## src/rtl/fpmm_pkg.sv

```systemverilog
package fpmm_pkg;

   localparam int unsigned FPMM_MAG_W = 63;

   typedef enum logic [1:0] {
      FAM_LEGACY  = 2'b00,
      FAM_NANPROP = 2'b01,
      FAM_NUMBER  = 2'b10,
      FAM_CTERN   = 2'b11
   } fam_e;

   typedef struct packed {
      logic                  sign;
      logic                  nan;
      logic                  snan;
      logic                  zero;
      logic [FPMM_MAG_W-1:0] mag;
   } opnd_s;

endpackage

```

## src/rtl/fpmm_classify.sv

```systemverilog
module fpmm_classify
   import fpmm_pkg::*;
#(
   parameter int unsigned W   = 64,
   parameter int unsigned E32 = 8,
   parameter int unsigned F32 = 23,
   parameter int unsigned E64 = 11,
   parameter int unsigned F64 = 52
) (
   input  logic         fmt64,
   input  logic [W-1:0] raw,
   output opnd_s        info,
   output logic [W-1:0] norm
);
   localparam int unsigned S32 = E32 + F32;
   localparam int unsigned S64 = E64 + F64;

   logic exp_ones;
   logic frac_nz;
   logic quiet;

   always_comb begin
      info.mag = '0;
      norm     = '0;
      if (fmt64) begin
         info.sign = raw[S64];
         exp_ones  = &raw[S64-1:F64];
         frac_nz   = |raw[F64-1:0];
         quiet     = raw[F64-1];
         info.mag  = raw[S64-1:0];
         norm      = raw;
      end else begin
         info.sign         = raw[S32];
         exp_ones          = &raw[S32-1:F32];
         frac_nz           = |raw[F32-1:0];
         quiet             = raw[F32-1];
         info.mag[S32-1:0] = raw[S32-1:0];
         norm[S32:0]       = raw[S32:0];
      end
      info.nan  = exp_ones & frac_nz;
      info.snan = exp_ones & frac_nz & ~quiet;
      info.zero = (info.mag == '0);
   end
endmodule

```

## src/rtl/fpmm_compare.sv

```systemverilog
module fpmm_compare
   import fpmm_pkg::*;
(
   input  opnd_s x,
   input  opnd_s y,
   output logic  mag_lt,
   output logic  mag_gt,
   output logic  ord_lt,
   output logic  ord_gt,
   output logic  num_lt,
   output logic  num_gt
);
   logic both_zero;

   always_comb begin
      mag_lt    = x.mag < y.mag;
      mag_gt    = x.mag > y.mag;
      both_zero = x.zero & y.zero;
      if (x.sign != y.sign) begin
         ord_lt = x.sign;
         ord_gt = y.sign;
      end else begin
         ord_lt = x.sign ? mag_gt : mag_lt;
         ord_gt = x.sign ? mag_lt : mag_gt;
      end
      num_lt = ord_lt & ~both_zero;
      num_gt = ord_gt & ~both_zero;
   end
endmodule

```

## src/rtl/fpmm_select.sv

```systemverilog
module fpmm_select
   import fpmm_pkg::*;
#(
   parameter int unsigned W   = 64,
   parameter int unsigned E32 = 8,
   parameter int unsigned F32 = 23,
   parameter int unsigned E64 = 11,
   parameter int unsigned F64 = 52
) (
   input  logic         fmt64,
   input  fam_e         fam,
   input  logic         is_max,
   input  logic         is_mag,
   input  opnd_s        x,
   input  opnd_s        y,
   input  logic [W-1:0] a_n,
   input  logic [W-1:0] b_n,
   input  logic         mag_lt,
   input  logic         mag_gt,
   input  logic         ord_lt,
   input  logic         ord_gt,
   input  logic         num_lt,
   input  logic         num_gt,
   output logic [W-1:0] result,
   output logic         invalid
);
   localparam logic [W-1:0] QNAN64 = W'({1'b0, {E64{1'b1}}, 1'b1, {(F64-1){1'b0}}});
   localparam logic [W-1:0] QNAN32 = W'({1'b0, {E32{1'b1}}, 1'b1, {(F32-1){1'b0}}});

   logic [W-1:0] qnan;
   logic [W-1:0] ord_pick;
   logic         any_nan;
   logic         both_nan;
   logic         any_snan;

   always_comb begin
      qnan     = fmt64 ? QNAN64 : QNAN32;
      any_nan  = x.nan | y.nan;
      both_nan = x.nan & y.nan;
      any_snan = x.snan | y.snan;
      ord_pick = (is_max ? ord_gt : ord_lt) ? a_n : b_n;
      unique case (fam)
         FAM_LEGACY: begin
            if (any_snan || both_nan) result = qnan;
            else if (x.nan)           result = b_n;
            else if (y.nan)           result = a_n;
            else                      result = ord_pick;
         end
         FAM_NANPROP: result = any_nan ? qnan : ord_pick;
         FAM_NUMBER: begin
            if (both_nan)   result = qnan;
            else if (x.nan) result = b_n;
            else if (y.nan) result = a_n;
            else            result = ord_pick;
         end
         default: begin
            if (any_nan) result = b_n;
            else         result = (is_max ? num_gt : num_lt) ? a_n : b_n;
         end
      endcase
      if (is_mag && !any_nan && (mag_lt || mag_gt))
         result = (is_max ? mag_gt : mag_lt) ? a_n : b_n;
      invalid = any_snan;
   end
endmodule

```

## src/rtl/fp_minmax_unit.sv

```systemverilog
module fp_minmax_unit
   import fpmm_pkg::*;
#(
   parameter int unsigned W   = 64,
   parameter int unsigned E32 = 8,
   parameter int unsigned F32 = 23,
   parameter int unsigned E64 = 11,
   parameter int unsigned F64 = 52
) (
   input  logic         clk,
   input  logic         rst,
   input  logic         in_valid,
   input  logic         in_fmt,
   input  logic [3:0]   in_op,
   input  logic [W-1:0] in_a,
   input  logic [W-1:0] in_b,
   output logic         out_valid,
   output logic [W-1:0] out_result,
   output logic         out_invalid
);
   localparam int unsigned N_OPND = 2;
   localparam logic [W-1:0] QN64 = W'({1'b0, {E64{1'b1}}, 1'b1, {(F64-1){1'b0}}});
   localparam logic [W-1:0] QN32 = W'({1'b0, {E32{1'b1}}, 1'b1, {(F32-1){1'b0}}});

   if (W != 1 + E64 + F64) begin : g_bad_w
      $error("W must equal the binary64 width");
   end
   if (W - 1 != FPMM_MAG_W) begin : g_bad_mag
      $error("W does not match the package magnitude width");
   end
   if (1 + E32 + F32 > W) begin : g_bad_narrow
      $error("binary32 layout does not fit in W");
   end

   logic [W-1:0] raw  [N_OPND];
   logic [W-1:0] norm [N_OPND];
   opnd_s        info [N_OPND];

   assign raw[0] = in_a;
   assign raw[1] = in_b;

   for (genvar i = 0; i < N_OPND; i++) begin : g_opnd
      fpmm_classify #(.W(W), .E32(E32), .F32(F32), .E64(E64), .F64(F64)) i_classify (
         .fmt64 (in_fmt),
         .raw   (raw[i]),
         .info  (info[i]),
         .norm  (norm[i])
      );
   end

   logic mag_lt, mag_gt, ord_lt, ord_gt, num_lt, num_gt;

   fpmm_compare i_compare (
      .x      (info[0]),
      .y      (info[1]),
      .mag_lt (mag_lt),
      .mag_gt (mag_gt),
      .ord_lt (ord_lt),
      .ord_gt (ord_gt),
      .num_lt (num_lt),
      .num_gt (num_gt)
   );

   logic [W-1:0] sel_result;
   logic         sel_invalid;
   fam_e         fam;

   assign fam = fam_e'(in_op[2:1]);

   fpmm_select #(.W(W), .E32(E32), .F32(F32), .E64(E64), .F64(F64)) i_select (
      .fmt64   (in_fmt),
      .fam     (fam),
      .is_max  (in_op[0]),
      .is_mag  (in_op[3]),
      .x       (info[0]),
      .y       (info[1]),
      .a_n     (norm[0]),
      .b_n     (norm[1]),
      .mag_lt  (mag_lt),
      .mag_gt  (mag_gt),
      .ord_lt  (ord_lt),
      .ord_gt  (ord_gt),
      .num_lt  (num_lt),
      .num_gt  (num_gt),
      .result  (sel_result),
      .invalid (sel_invalid)
   );

   always_ff @(posedge clk) begin
      if (rst) begin
         out_valid   <= 1'b0;
         out_result  <= '0;
         out_invalid <= 1'b0;
      end else begin
         out_valid <= in_valid;
         if (in_valid) begin
            out_result  <= sel_result;
            out_invalid <= sel_invalid;
         end
      end
   end

   AST_RESET_CLEARS: assert property (@(posedge clk) rst |=> !out_valid);
   AST_VALID_LATENCY: assert property (@(posedge clk) disable iff (rst)
      in_valid |=> out_valid);
   AST_IDLE_LATENCY: assert property (@(posedge clk) disable iff (rst)
      !in_valid |=> !out_valid);
   AST_INVALID_SNAN: assert property (@(posedge clk) disable iff (rst)
      in_valid |=> (out_invalid == $past(info[0].snan | info[1].snan)));
   AST_RESULT_CHOICE: assert property (@(posedge clk) disable iff (rst)
      in_valid |=> (out_result == $past(norm[0]) || out_result == $past(norm[1])
                    || out_result == QN64 || out_result == QN32));
   AST_CTERN_NAN_B: assert property (@(posedge clk) disable iff (rst)
      (in_valid && in_op[2:1] == 2'b11 && (info[0].nan || info[1].nan))
      |=> out_result == $past(norm[1]));
   AST_NANPROP_QNAN: assert property (@(posedge clk) disable iff (rst)
      (in_valid && in_op[2:1] == 2'b01 && (info[0].nan || info[1].nan))
      |=> out_result == ($past(in_fmt) ? QN64 : QN32));
endmodule

```

## config.mk

```make
export PLATFORM = sky130hd
export DESIGN_NAME = fp_minmax_unit
export DESIGN_NICKNAME = d
export VERILOG_FILES = /design/src/rtl/fpmm_pkg.sv /design/src/rtl/fpmm_classify.sv /design/src/rtl/fpmm_compare.sv /design/src/rtl/fpmm_select.sv /design/src/rtl/fp_minmax_unit.sv
export SDC_FILE = /design/constraint.sdc
export NUM_CORES = 1
export LEC_CHECK = 0
export ABC_AREA = 1
export BUFFER_PORTS_ARGS = -buffer_cell sky130_fd_sc_hd__buf_2
export CAP_MARGIN = 20
export CORE_ASPECT_RATIO = 1.25
export CORE_MARGIN = 2
export CORE_UTILIZATION = 40
export DETAILED_ROUTE_END_ITERATION = 10
export HOLD_SLACK_MARGIN = 0.08
export PLACE_DENSITY_LB_ADDON = 0.1
export SLEW_MARGIN = 0
export SYNTH_ARGS = -nofsm -noshare
export SYNTH_HDL_FRONTEND = slang
export SYNTH_SLANG_ARGS = --single-unit
```

## constraint.sdc

```tcl
create_clock -name clk -period 4.1 [get_ports clk]
set_input_delay 0.41 -clock clk [delete_from_list [all_inputs] [get_ports clk]]
set_output_delay 0.41 -clock clk [all_outputs]
set_load 0.05 [all_outputs]
```

# [Word-level counts from Yosys, hierarchy flattened]
# Cells that the tools add are included.
[classes] reduce_logical=16 muxes=31 n_bitwise=13 n_eq_ne=3 magnitude_cmp=2
[ops] operator="$mux 64" n=10
[ops] operator="$pmux 64 s3" n=1
[ops] operator="$mux 32" n=4
[ops] operator="$logic_not 63->1" n=2
[ops] operator="$reduce_or 52->1" n=2
[ops] operator="$gt 63x63->1" n=1
[ops] operator="$lt 63x63->1" n=1
[ops] operator="$mux 63" n=1
[ops] operator="$reduce_or 23->1" n=2
[ops] operator="$reduce_and 11->1" n=2
[ops] operator="$reduce_and 8->1" n=2
[ops] operator="$mux 1" n=15
[ops] operator="$and 1x1->1" n=8
[ops] operator="$not 1->1" n=3
[ops] operator="$eq 2x1->1 const B" n=1
[ops] operator="$eq 2x2->1 const B" n=1
[ops] operator="$logic_and 1x1->1" n=2
[ops] operator="$logic_not 2->1" n=1
[ops] operator="$logic_or 1x1->1" n=2
[ops] operator="$or 1x1->1" n=2
[ops] operator="$logic_not 1->1" n=1
[ops] operator="$ne 1x1->1" n=1
[totals] output_inout_bits=66 regBits=66

# [Logic depth before layout (Yosys ltp)]
# Gate-level depths: netlist (run 1).
[logic_depth] depth_word=11 ltp_mapped=29 ltp_nobuf=25

# [By module]
# Synthesis (run 1) repeated with hierarchy kept, for this count alone.
[hier_totals] hier_cells=2684 hier_area_um2=13691.9
[modules_own_cells] mod="fpmm_select" cells_per_inst=1401 seq_area_each_um2=0.0 area_per_inst_um2=6147.1 n_inst=1
[modules_own_cells] mod="fpmm_classify" cells_per_inst=273 seq_area_each_um2=0.0 area_per_inst_um2=1472.7 n_inst=2
[modules_own_cells] mod="fp_minmax_unit" cells_per_inst=416 seq_area_each_um2=1321.3 area_per_inst_um2=2703.8 n_inst=1
[modules_own_cells] mod="fpmm_compare" cells_per_inst=321 seq_area_each_um2=0.0 area_per_inst_um2=1895.6 n_inst=1

# [Least setup slack after synthesis (run 1)]
# Ideal clock, no wire load.
[synth_timing] kind="input-to-reg" start="in in_fmt" end="reg out_result[22]" path_buffers=4 required_ns=3.980 slack_ns=1.105 arrival_ns=2.875 setup_time_ns=0.120 path_stages=23 cell_sequence="buf_6 > buf_2 > nand2_1 > inv_1 > ha_1 > nand2_1 > inv_1 > nand3_1 > or2_0 > inv_1 > nand2_1 > nor3_2 > nand4_1 > nand2_1 > nand2_4 > nand2_1 > buf_4 > nand2_2 > buf_2 > o221ai_1 > nand2_1 > nand2_1 > a21oi_1"
[synth_between] elab_chain_cells=11 word_cells_on_any_way=52
[synth_rtl] item="from (decl)" line_no="fp_minmax_unit.sv:13" source="input logic in_fmt,"
[synth_rtl] item="$mux 32" line_no="fpmm_classify.sv:25" source="if (fmt64) begin"
[synth_rtl] item="$lt 63x63->1 / $gt 63x63->1 (equally long branches)" line_no="fpmm_compare.sv:16, fpmm_compare.sv:17"
[synth_rtl] item="$mux 1, on equally long branches" line_no="fpmm_compare.sv:23, fpmm_compare.sv:24"
[synth_rtl] item="$mux 1" line_no="fpmm_compare.sv:19" source="if (x.sign != y.sign) begin"
[synth_rtl] item="$mux 1" line_no="fpmm_select.sv:41" source="ord_pick = (is_max ? ord_gt : ord_lt) ? a_n : b_n;"
[synth_rtl] item="$mux 64" line_no="fpmm_select.sv:41"
[synth_rtl] item="$mux 64" line_no="fpmm_select.sv:46, fpmm_select.sv:53"
[synth_rtl] item="$mux 64" line_no="fpmm_select.sv:45" source="else if (x.nan) result = b_n;"
[synth_rtl] item="$mux 64, on equally long branches" line_no="fpmm_select.sv:51, fpmm_select.sv:44"
[synth_rtl] item="$pmux 64 s3" line_no="fpmm_select.sv:42" source="unique case (fam)"
[synth_rtl] item="$mux 64 *" line_no="fpmm_select.sv:61" source="if (is_mag && !any_nan && (mag_lt || mag_gt))"
[synth_rtl] item="to (signal assigned)" line_no="fp_minmax_unit.sv:97" source="out_result <= sel_result;"
[synth_rtl] item="to (decl)" line_no="fp_minmax_unit.sv:18" source="output logic [W-1:0] out_result,"
# Mark *: on every way between the ends. The rest lies on a longest branch, timed or not.
# A chain may end at the register's enable or synchronous reset.

# [Worst setup path after layout (run 1)]
[layout_timing] start="in in_fmt" end="reg out_result[12]"
# The elaborated chain is that of the path after synthesis.

==> results.txt, run 1 <==
* Number of nets in the synthesized netlist: ~1,600
* Clk root buf: sky130_fd_sc_hd__clkbuf_16
* Number of max-slew violations in the final report: 0
* Post-CTS setup-driven buffer insertion count: 0
* Starting density of the core: 41.0%
- The synthesized netlist contains 41 unique library cells.
- TritonCTS clock tree: yes
- Leakage power total: 5.08 nW
* Worst hold slack: 0.408 ns
- In the final layout, the share of cells above drive strength 1 is 17.4%.
* Startpoint Class: input pin
- The smallest clock period supported by the final layout is computed as 3.55 ns.
- In this run the standard cell core region covers 20,200 sq um.
- The initial antenna violation count came to 2.
- Routed vias/inst: around 5.6
- Summed over all layers, the global routing overflow is 0.
* Pre-antenna DRT Iters: 6
* Synthesized area divided by synthesized cell count: 5.78 sq um
- Synth warnings: 0
* First-iteration detailed-routing DRC count: 921
* Wire length of the first global-routing pass: about 51,000 microns
- Cts hold-fix bufs: 0
- TritonCTS Buffers: 9
- For this block, the routed nets add up to 32,600 microns of wire.
- Required time at the endpoint of the critical path: around 4.3 ns
- Critical path's most frequent cell: sky130_fd_sc_hd__nand2_1
- Number of flops mapped to enable cells by yosys: 0
* Die Wd: around 130 microns
- The worst hold path belongs to the class input pin to register.
* Max Root-Sink Buffers: 2
* Vias in the first global route: 9,497
- Compared with the post-synthesis result, the final layout area differs by 17.7%.
- Setup violations remaining at the end of the flow were counted as 0.
- Clock insertion delay at the later pin of the skew report: approximately 0.34 ns
- For this run, the slowest stage of the critical path takes between 0.3 and 0.4 ns.
- CTS built an H-tree with a depth of 3.
- Buffers placed on the I/O ports in this run total about 200.
- Library cell with the largest summed area after synthesis: sky130_fd_sc_hd__nand2_1
- Traced cell by cell, the critical path runs through buf_2 > buf_12 > nand2_1 > inv_1 > ha_1 > nand4_1 > nor2_1 > nand3_1 > nor3_2 > nand4_1 > nand2_1 > nand2_4 > nand3_4 > nand2_1 > nand2_4 > buf_4 > a21oi_1 > o21ai_0 > a31oi_1.
- The tool flagged a number of max-cap violations equal to 0.
- Critical Setup Path Class: input pin to register
- Final HPWL from detailed placement: approximately 25,000 microns
- Counting every instance in the synthesized netlist gives roughly 1,400.
- Counting every sink on the clock net gives 66.
* Residual antenna-violating net count after detailed routing: 0
- Fmax: 0.282 GHz
- Across all layers, the routed design uses 10,400 vias.
- Maximum number of pins on one net before global-route repair: 69
- Dividing the detail-routed wire length by the instance count gives 17.5 microns.
* Die Outline Area: 21,900 sq um
* Number of nets in the finished design: 1,787
* CP max stage cell: sky130_fd_sc_hd__ha_1
- In this run the worst path has a maximum fanout of a little under 70.
* Proportion of synthesized chip area in sequential cells: 15.9%
- Height of the die: 165 microns
* Row count: 58
* DR DRC count: 0
- Adding up every negative setup slack in the final design gives 0 ns.
- On the critical path the largest part of the delay comes from simple AND/OR/NAND/NOR gates.
- Across the routed clock network, the largest skew measured is 0 ns.
- Of the post-synthesis cell area, the dominant cell type holds around a fifth.
- For the pin with the worst max-slew slack, the measured transition is between 0.7 and 0.8 ns.
- In this run, synthesis produced a sequential element count of 66.
- Highest ir drop seen on vdd: 191 uV
- For the worst setup path, the data arrival time is 3.76 ns.
- The cell area that synthesis handed to floorplanning was 8300 sq um.
* Cells taking the most area after synthesis: sky130_fd_sc_hd__nand2_1 19%, sky130_fd_sc_hd__dfxtp_1 16%, sky130_fd_sc_hd__ha_1 9.2%
- Pwr dens: 301 nW/um^2
- Critical path buffers and inverters: 4
- Clock transition time at the flip-flop clock pins of the worst setup and hold paths: 0.06 ns
- Tcrit/Tclk final: between 80 and 90%
* Total track usage: 29.3%
* I/O pin cnt: 202
- Setup repair after global routing missed its margin: no
- The filler cells instantiated in the layout total 2,181.
- Most common flop cell mapped by yosys: sky130_fd_sc_hd__dfxtp_1
- Ys async rst share: 0%
* Endpoint kind of the worst setup timing path: register
- Final weighted congestion in routability-driven placement: 0.986
- Post-CTS sizing: 0
- The final hold violation count was 0.
* Run status: finished clean
- Measured against its own limit, the worst slew margin works out to 49.8%.
-- layer usage --
layer / GRT usage, % / up-vias / routed length [microns]
li1: - / 5208 / -
met1: 38.0 / 4749 / 13900
met2: 50.2 / 423 / 15500
met3: 3.22 / 64 / 2110
met4: 10.9 / 0 / 1130
met5: 0 / - / 0
-- final cells by class --
class / count / area [sq um] / area share (%)
Sequential cell: 66 / 1320 / 13.5
Antenna cell: 1 / 2.50 / 0.0256
Clock inverter: 5 / 61.3 / 0.628
Clock buffer: 11 / 253 / 2.59
Timing Repair Buffer: 225 / 1220 / 12.5
Inverter: 173 / 649 / 6.65
Multi-Input combinational cell: 1115 / 5910 / 60.6
Tap cell: 270 / 338 / 3.46
-- report_power, final --
group	internal [W]	switching [W]
Sequential	0.000696	0.0000257
Clock	0.000507	0.000340
Combinational	0.000409	0.000962
-- cell families after synthesis --
| kind of cell | Yosys count | share of synthesized area (%) |
|---|---|---|
| simple gates | 651 | 34.2 |
| compound gates | 402 | 27.5 |
| buf+inv | 253 | 13.0 |
| flops | 66 | 15.9 |
| fa+ha+maj | 61 | 9.20 |
| xor+xnor | 1 | 0.106 |
-- through the flow --
step	std cells	util, %	instance area (sq um)	total power (W)	setup slack, ns
after floorplan	1434	-	8300	0.00171	1.10
after global placement	1849	46.7	9450	0.00208	0.386
after detailed placement	1849	46.7	9450	0.00209	0.299
after CTS	1865	48.2	9760	0.00294	0.646
after global routing	1866	48.2	9760	0.00313	0.250
final	1866	48.2	9760	0.00294	0.549
-- placed cells by master (no fill, tap or decap), types with 3 or more instances in the layout --
cell,synthesis,layout
sky130_fd_sc_hd__nand2_1,419,419
sky130_fd_sc_hd__buf_2,29,201
sky130_fd_sc_hd__inv_1,162,161
sky130_fd_sc_hd__a21oi_1,150,150
sky130_fd_sc_hd__o21ai_0,109,109
sky130_fd_sc_hd__nor2_1,66,66
sky130_fd_sc_hd__dfxtp_1,66,66
sky130_fd_sc_hd__ha_1,61,61
sky130_fd_sc_hd__nand3_1,57,57
sky130_fd_sc_hd__o211ai_1,55,55
sky130_fd_sc_hd__nand4_1,45,45
sky130_fd_sc_hd__a31oi_1,25,25
sky130_fd_sc_hd__o21ai_1,22,21
sky130_fd_sc_hd__buf_4,5,21
sky130_fd_sc_hd__o22ai_1,18,18
sky130_fd_sc_hd__nor3_1,15,15
sky130_fd_sc_hd__nor4_1,15,15
sky130_fd_sc_hd__nand2_2,11,11
sky130_fd_sc_hd__o221ai_1,10,10
sky130_fd_sc_hd__clkbuf_16,0,9
sky130_fd_sc_hd__a21o_1,8,8
sky130_fd_sc_hd__inv_2,8,8
sky130_fd_sc_hd__nand2_4,5,5
sky130_fd_sc_hd__nand3b_1,5,5
sky130_fd_sc_hd__clkinv_1,3,4
sky130_fd_sc_hd__nand3_2,3,3
sky130_fd_sc_hd__clkinvlp_4,0,3
sky130_fd_sc_hd__buf_12,0,3
-- worst reg2reg max path: stages (launching register included) --
cell,delay (ns)
sky130_fd_sc_hd__dfxtp_1,0.34
sky130_fd_sc_hd__nor2_1,0.05
sky130_fd_sc_hd__nor2_1,0.10
sky130_fd_sc_hd__o21ai_0,0.08
sky130_fd_sc_hd__inv_1,0.06
-- state kept, by name (all words and copies together) (netlist names) --
signal	count
out_result	64
out_invalid	1
out_valid	1
-- worst paths after layout --
| check | endpoint | from | slack (ns) | depth (start not counted) |
|---|---|---|---|---|
| worst max register to register | out_invalid | out_invalid | 3.41 | 4 |
| worst min-delay path | out_result[8] | in_a[8] | 0.41 | 3 |
| worst max-delay path | out_result[12] | in_fmt | 0.55 | 19 |
| worst min register to register | out_result[38] | out_result[38] | 0.46 | 2 |
-- synth_stat cells (2+ instances only) --
master / number
sky130_fd_sc_hd__nor3_2: 2
sky130_fd_sc_hd__nand2_4: 5
sky130_fd_sc_hd__buf_2: 29
sky130_fd_sc_hd__nand4_1: 45
sky130_fd_sc_hd__o21ai_0: 109
sky130_fd_sc_hd__clkbuf_1: 34
sky130_fd_sc_hd__nor2_2: 2
sky130_fd_sc_hd__ha_1: 61
sky130_fd_sc_hd__nor3_1: 15
sky130_fd_sc_hd__nand3_2: 3
sky130_fd_sc_hd__nand2_1: 419
sky130_fd_sc_hd__inv_2: 8
sky130_fd_sc_hd__dfxtp_1: 66
sky130_fd_sc_hd__buf_1: 2
sky130_fd_sc_hd__a21oi_1: 150
sky130_fd_sc_hd__a21o_1: 8
sky130_fd_sc_hd__nand2_2: 11
sky130_fd_sc_hd__o21ai_1: 22
sky130_fd_sc_hd__clkinv_1: 3
sky130_fd_sc_hd__nand3b_1: 5
sky130_fd_sc_hd__buf_6: 10
sky130_fd_sc_hd__nor2_1: 66
sky130_fd_sc_hd__a31oi_1: 25
sky130_fd_sc_hd__nand3_1: 57
sky130_fd_sc_hd__o22ai_1: 18
sky130_fd_sc_hd__o221ai_1: 10
sky130_fd_sc_hd__o21a_1: 2
sky130_fd_sc_hd__inv_1: 162
sky130_fd_sc_hd__buf_4: 5
sky130_fd_sc_hd__nor4_1: 15
sky130_fd_sc_hd__o211ai_1: 55
(Power assumes the default switching activity.)
==> run 2: changes to the inputs <==
Settings changed: CELL_PAD_IN_SITES_DETAIL_PLACEMENT set to 0, CELL_PAD_IN_SITES_GLOBAL_PLACEMENT set to 1, CORE_UTILIZATION 40 to 37.
==> run 2 against run 1 <==
  * Largest cell class unchanged
  * Worst setup slack lost 0.15 ns
  * Critical path type unchanged
  * Routed wire length grew 5.8%
  * Combinational power grew 3%
  * Count of clock-buffer cells in the layout grew 1
  * Clock power grew 13%
  * Critical path depth is the same
  * Clock skew is the same
==> results.txt, run 2 (synthesized netlist as in run 1, its figures left out) <==
* DR DRC count: 0 (unchanged)
- Clock insertion delay at the later pin of the skew report: 0.35 ns (was 0.34 ns)
* Area growth from synthesis to layout: 19.8% (was 17.7%)
- The endpoint kind of the worst setup timing path is a register (unchanged).
- TritonCTS clock tree: yes (unchanged)
* Number of max-slew violations in the final report: 0 (unchanged)
- TritonCTS Buffers: 9 (unchanged)
- Run status: finished clean (unchanged).
- The floorplan die width came to 138 microns (was 133 microns).
* Setup repair after global routing missed its margin: no (unchanged)
* Final HPWL from detailed placement: 26,300 microns (was 24,800 microns)
- Layout Utilization: 44.9% (was 48.2%)
- Critical Setup Path Class: input pin to register (unchanged)
- The required time of the critical path was 4.38 ns (was 4.30 ns).
* Routed wire length: 34,500 microns (was 32,600 microns)
- The number of I/O pins was 202 (unchanged).
- The worst slew margin relative to its limit came to 39.4% (was 49.8%).
* Antenna violations before repair: 1 (was 2)
- The residual antenna-violating net count after detailed routing is 0 (unchanged).
* Largest regs: out_result (64), out_invalid (1), out_valid (1) (unchanged)
* Post-CTS setup-driven buffer insertion count: 0 (unchanged)
- Die Outline Area: 23,600 sq um (was 21,900 sq um)
- Pre-antenna DRT Iters: 6 (unchanged)
- Slew of the pin with the lowest slew margin: 0.909 ns (was 0.754 ns)
* Cell total after placement: 1,869 (was 1,849)
- The flip-flop count of the largest register, all copies and words added was 64 (unchanged).
* Critical path fanouts, max: 26 (was 68)
- Number of violations of the max-capacitance limit: 0 (unchanged)
- The register with the most flip-flops is out_result (unchanged).
* Count of input and output buffers: 201 (unchanged)
* Max Root-Sink Buffers: 2 (unchanged)
* Final non-filler cell total: 1,887 (was 1,866)
* Cts hold-fix bufs: 0 (unchanged)
- Via total after detailed routing: 10,300 (was 10,400)
* Total track usage: 29.0% (was 29.3%)
- The smallest setup slack after layout came to 0.399 ns (was 0.549 ns).
- Filler cell count: 2,514 (was 2,181)
- The total negative slack came to 0 ns (unchanged).
- The maximum clock rate is 0.270 GHz (was 0.282 GHz).
- Final setup violation count: 0 (unchanged)
* Tcrit/Tclk final: 90.3% (was 86.6%)
- The initial DRC count was 780 (was 921).
- The via density per instance was 5.47 (was 5.60).
- The arrival time of the worst setup path was 3.98 ns (was 3.76 ns).
- The worst clock skew came to 0 ns (unchanged).
- Wire length of the first global-routing pass: 53,000 microns (was 51,200 microns)
- Most common cell after layout, fill and taps aside: sky130_fd_sc_hd__nand2_1 (unchanged)
- Pwr dens: 311 nW/um^2 (was 301 nW/um^2)
- The largest net degree at the start of global routing is 89 (was 69).
- Routed wire length per instance: 18.3 microns (was 17.5 microns)
* Clock H-tree levels: 3 (unchanged)
* Final weighted congestion in routability-driven placement: 0.993 (was 0.986)
- The number of instances resized during post-cts repair is 0 (unchanged).
* Starting density of the core: 37.5% (was 41.0%)
* Min Clock Period, post-route: 3.70 ns (was 3.55 ns)
- The global route total overflow was 0 (unchanged).
* Height of the die: 171 microns (was 165 microns)
- The pre-CTS setup slack came to 0.0923 ns (was 0.299 ns).
- Number of nets in the finished design: 1,795 (was 1,787)
- The maximum vdd ir drop was 213 uV (was 191 uV).
* Startpoint Class: input pin (unchanged)
- Number of hold-slack violations in the final timing report: 0 (unchanged)
- Fraction of final layout cells sized beyond drive strength 1: 17.7% (was 17.4%)
* Vias in the first global route: 9,752 (was 9,497)
- The sink count of the clock tree is 66 (unchanged).
* Highest-count cells in the layout ignoring fill and taps: 419 x sky130_fd_sc_hd__nand2_1, 201 x sky130_fd_sc_hd__buf_2, 162 x sky130_fd_sc_hd__inv_1 (was 419 x sky130_fd_sc_hd__nand2_1, 201 x sky130_fd_sc_hd__buf_2, 161 x sky130_fd_sc_hd__inv_1)
* Clk root buf: sky130_fd_sc_hd__clkbuf_16 (unchanged)
- The leakage power summed over all cells is 5.17 nW (was 5.08 nW).
- Path type of the worst min-delay path: input pin to register (unchanged)
- Standard cell core area: 22,100 sq um (was 20,200 sq um)
- The clock-pin transition on the worst setup and hold timing paths is 0.06 ns (about the same).
- The standard-cell row count is 61 (was 58).
==> run 2: worst paths after layout <==
check	from	to	slack [ns]	cells after the start
worst max-delay path	in_fmt	out_result[40]	0.40	19
worst min-delay path	in_a[10]	out_result[10]	0.41	3
worst max register to register	out_result[31]	out_result[31]	3.39	2
worst min register to register	out_result[44]	out_result[44]	0.46	2
==> run 2: power by group <==
part / internal, W / switching, W / leakage (nW) / total (W)
Combinational: 0.000431 / 0.000977 / 4.46 / 0.00141
Sequential: 0.000696 / 0.0000254 / 0.546 / 0.000722
Clock: 0.000613 / 0.000344 / 0.167 / 0.000957
Total: 0.00174 / 0.00135 / 5.17 / 0.00309
==> run 2: per-stage QoR <==
step	power, W	cell area (sq um)	hold WS (ns)
detailed placement	0.00213	9560	0.452
global placement	0.00213	9560	0.450
floorplan	0.00171	8300	0.479
CTS	0.00310	9910	0.391
finish	0.00309	9940	0.413
global route	0.00328	9940	0.441
==> run 2: layout make-up <==
| class | count | area, sq um | area share (%) |
|---|---|---|---|
| diodes | 1 | 2.50 | 0.0252 |
| clock buffers | 12 | 246 | 2.48 |
| clock inverters | 4 | 98.8 | 0.994 |
| inverters | 173 | 649 | 6.53 |
| multi-input cells | 1115 | 5910 | 59.5 |
| flip-flops and latches | 66 | 1320 | 13.3 |
| well taps | 283 | 354 | 3.56 |
| repair buffers | 233 | 1350 | 13.6 |
==> run 2: routing by layer <==
layer	track usage, %	wire [microns]	share of wire, %
met1	36.5	14800	43
met3	3.15	2030	5.9
met4	12.4	1200	3.5
met5	0	0	0
met2	49.7	16400	48
==> run 2: worst max-delay path, cell delays in order <==
cell                      delay, ns
sky130_fd_sc_hd__buf_2         0.37
sky130_fd_sc_hd__nand2_1       0.23
sky130_fd_sc_hd__inv_1         0.16
sky130_fd_sc_hd__ha_1          0.18
sky130_fd_sc_hd__nand4_1       0.26
sky130_fd_sc_hd__nor2_1        0.22
sky130_fd_sc_hd__nand3_1       0.11
sky130_fd_sc_hd__nor3_2        0.29
sky130_fd_sc_hd__nand4_1       0.26
sky130_fd_sc_hd__nand2_1       0.18
sky130_fd_sc_hd__nand2_4       0.10
sky130_fd_sc_hd__nand3_4       0.12
sky130_fd_sc_hd__nand2_1       0.14
sky130_fd_sc_hd__nand2_4       0.10
sky130_fd_sc_hd__buf_4         0.29
sky130_fd_sc_hd__o21ai_0       0.13
sky130_fd_sc_hd__o21ai_1       0.13
sky130_fd_sc_hd__nand3_1       0.08
sky130_fd_sc_hd__a21oi_1       0.18
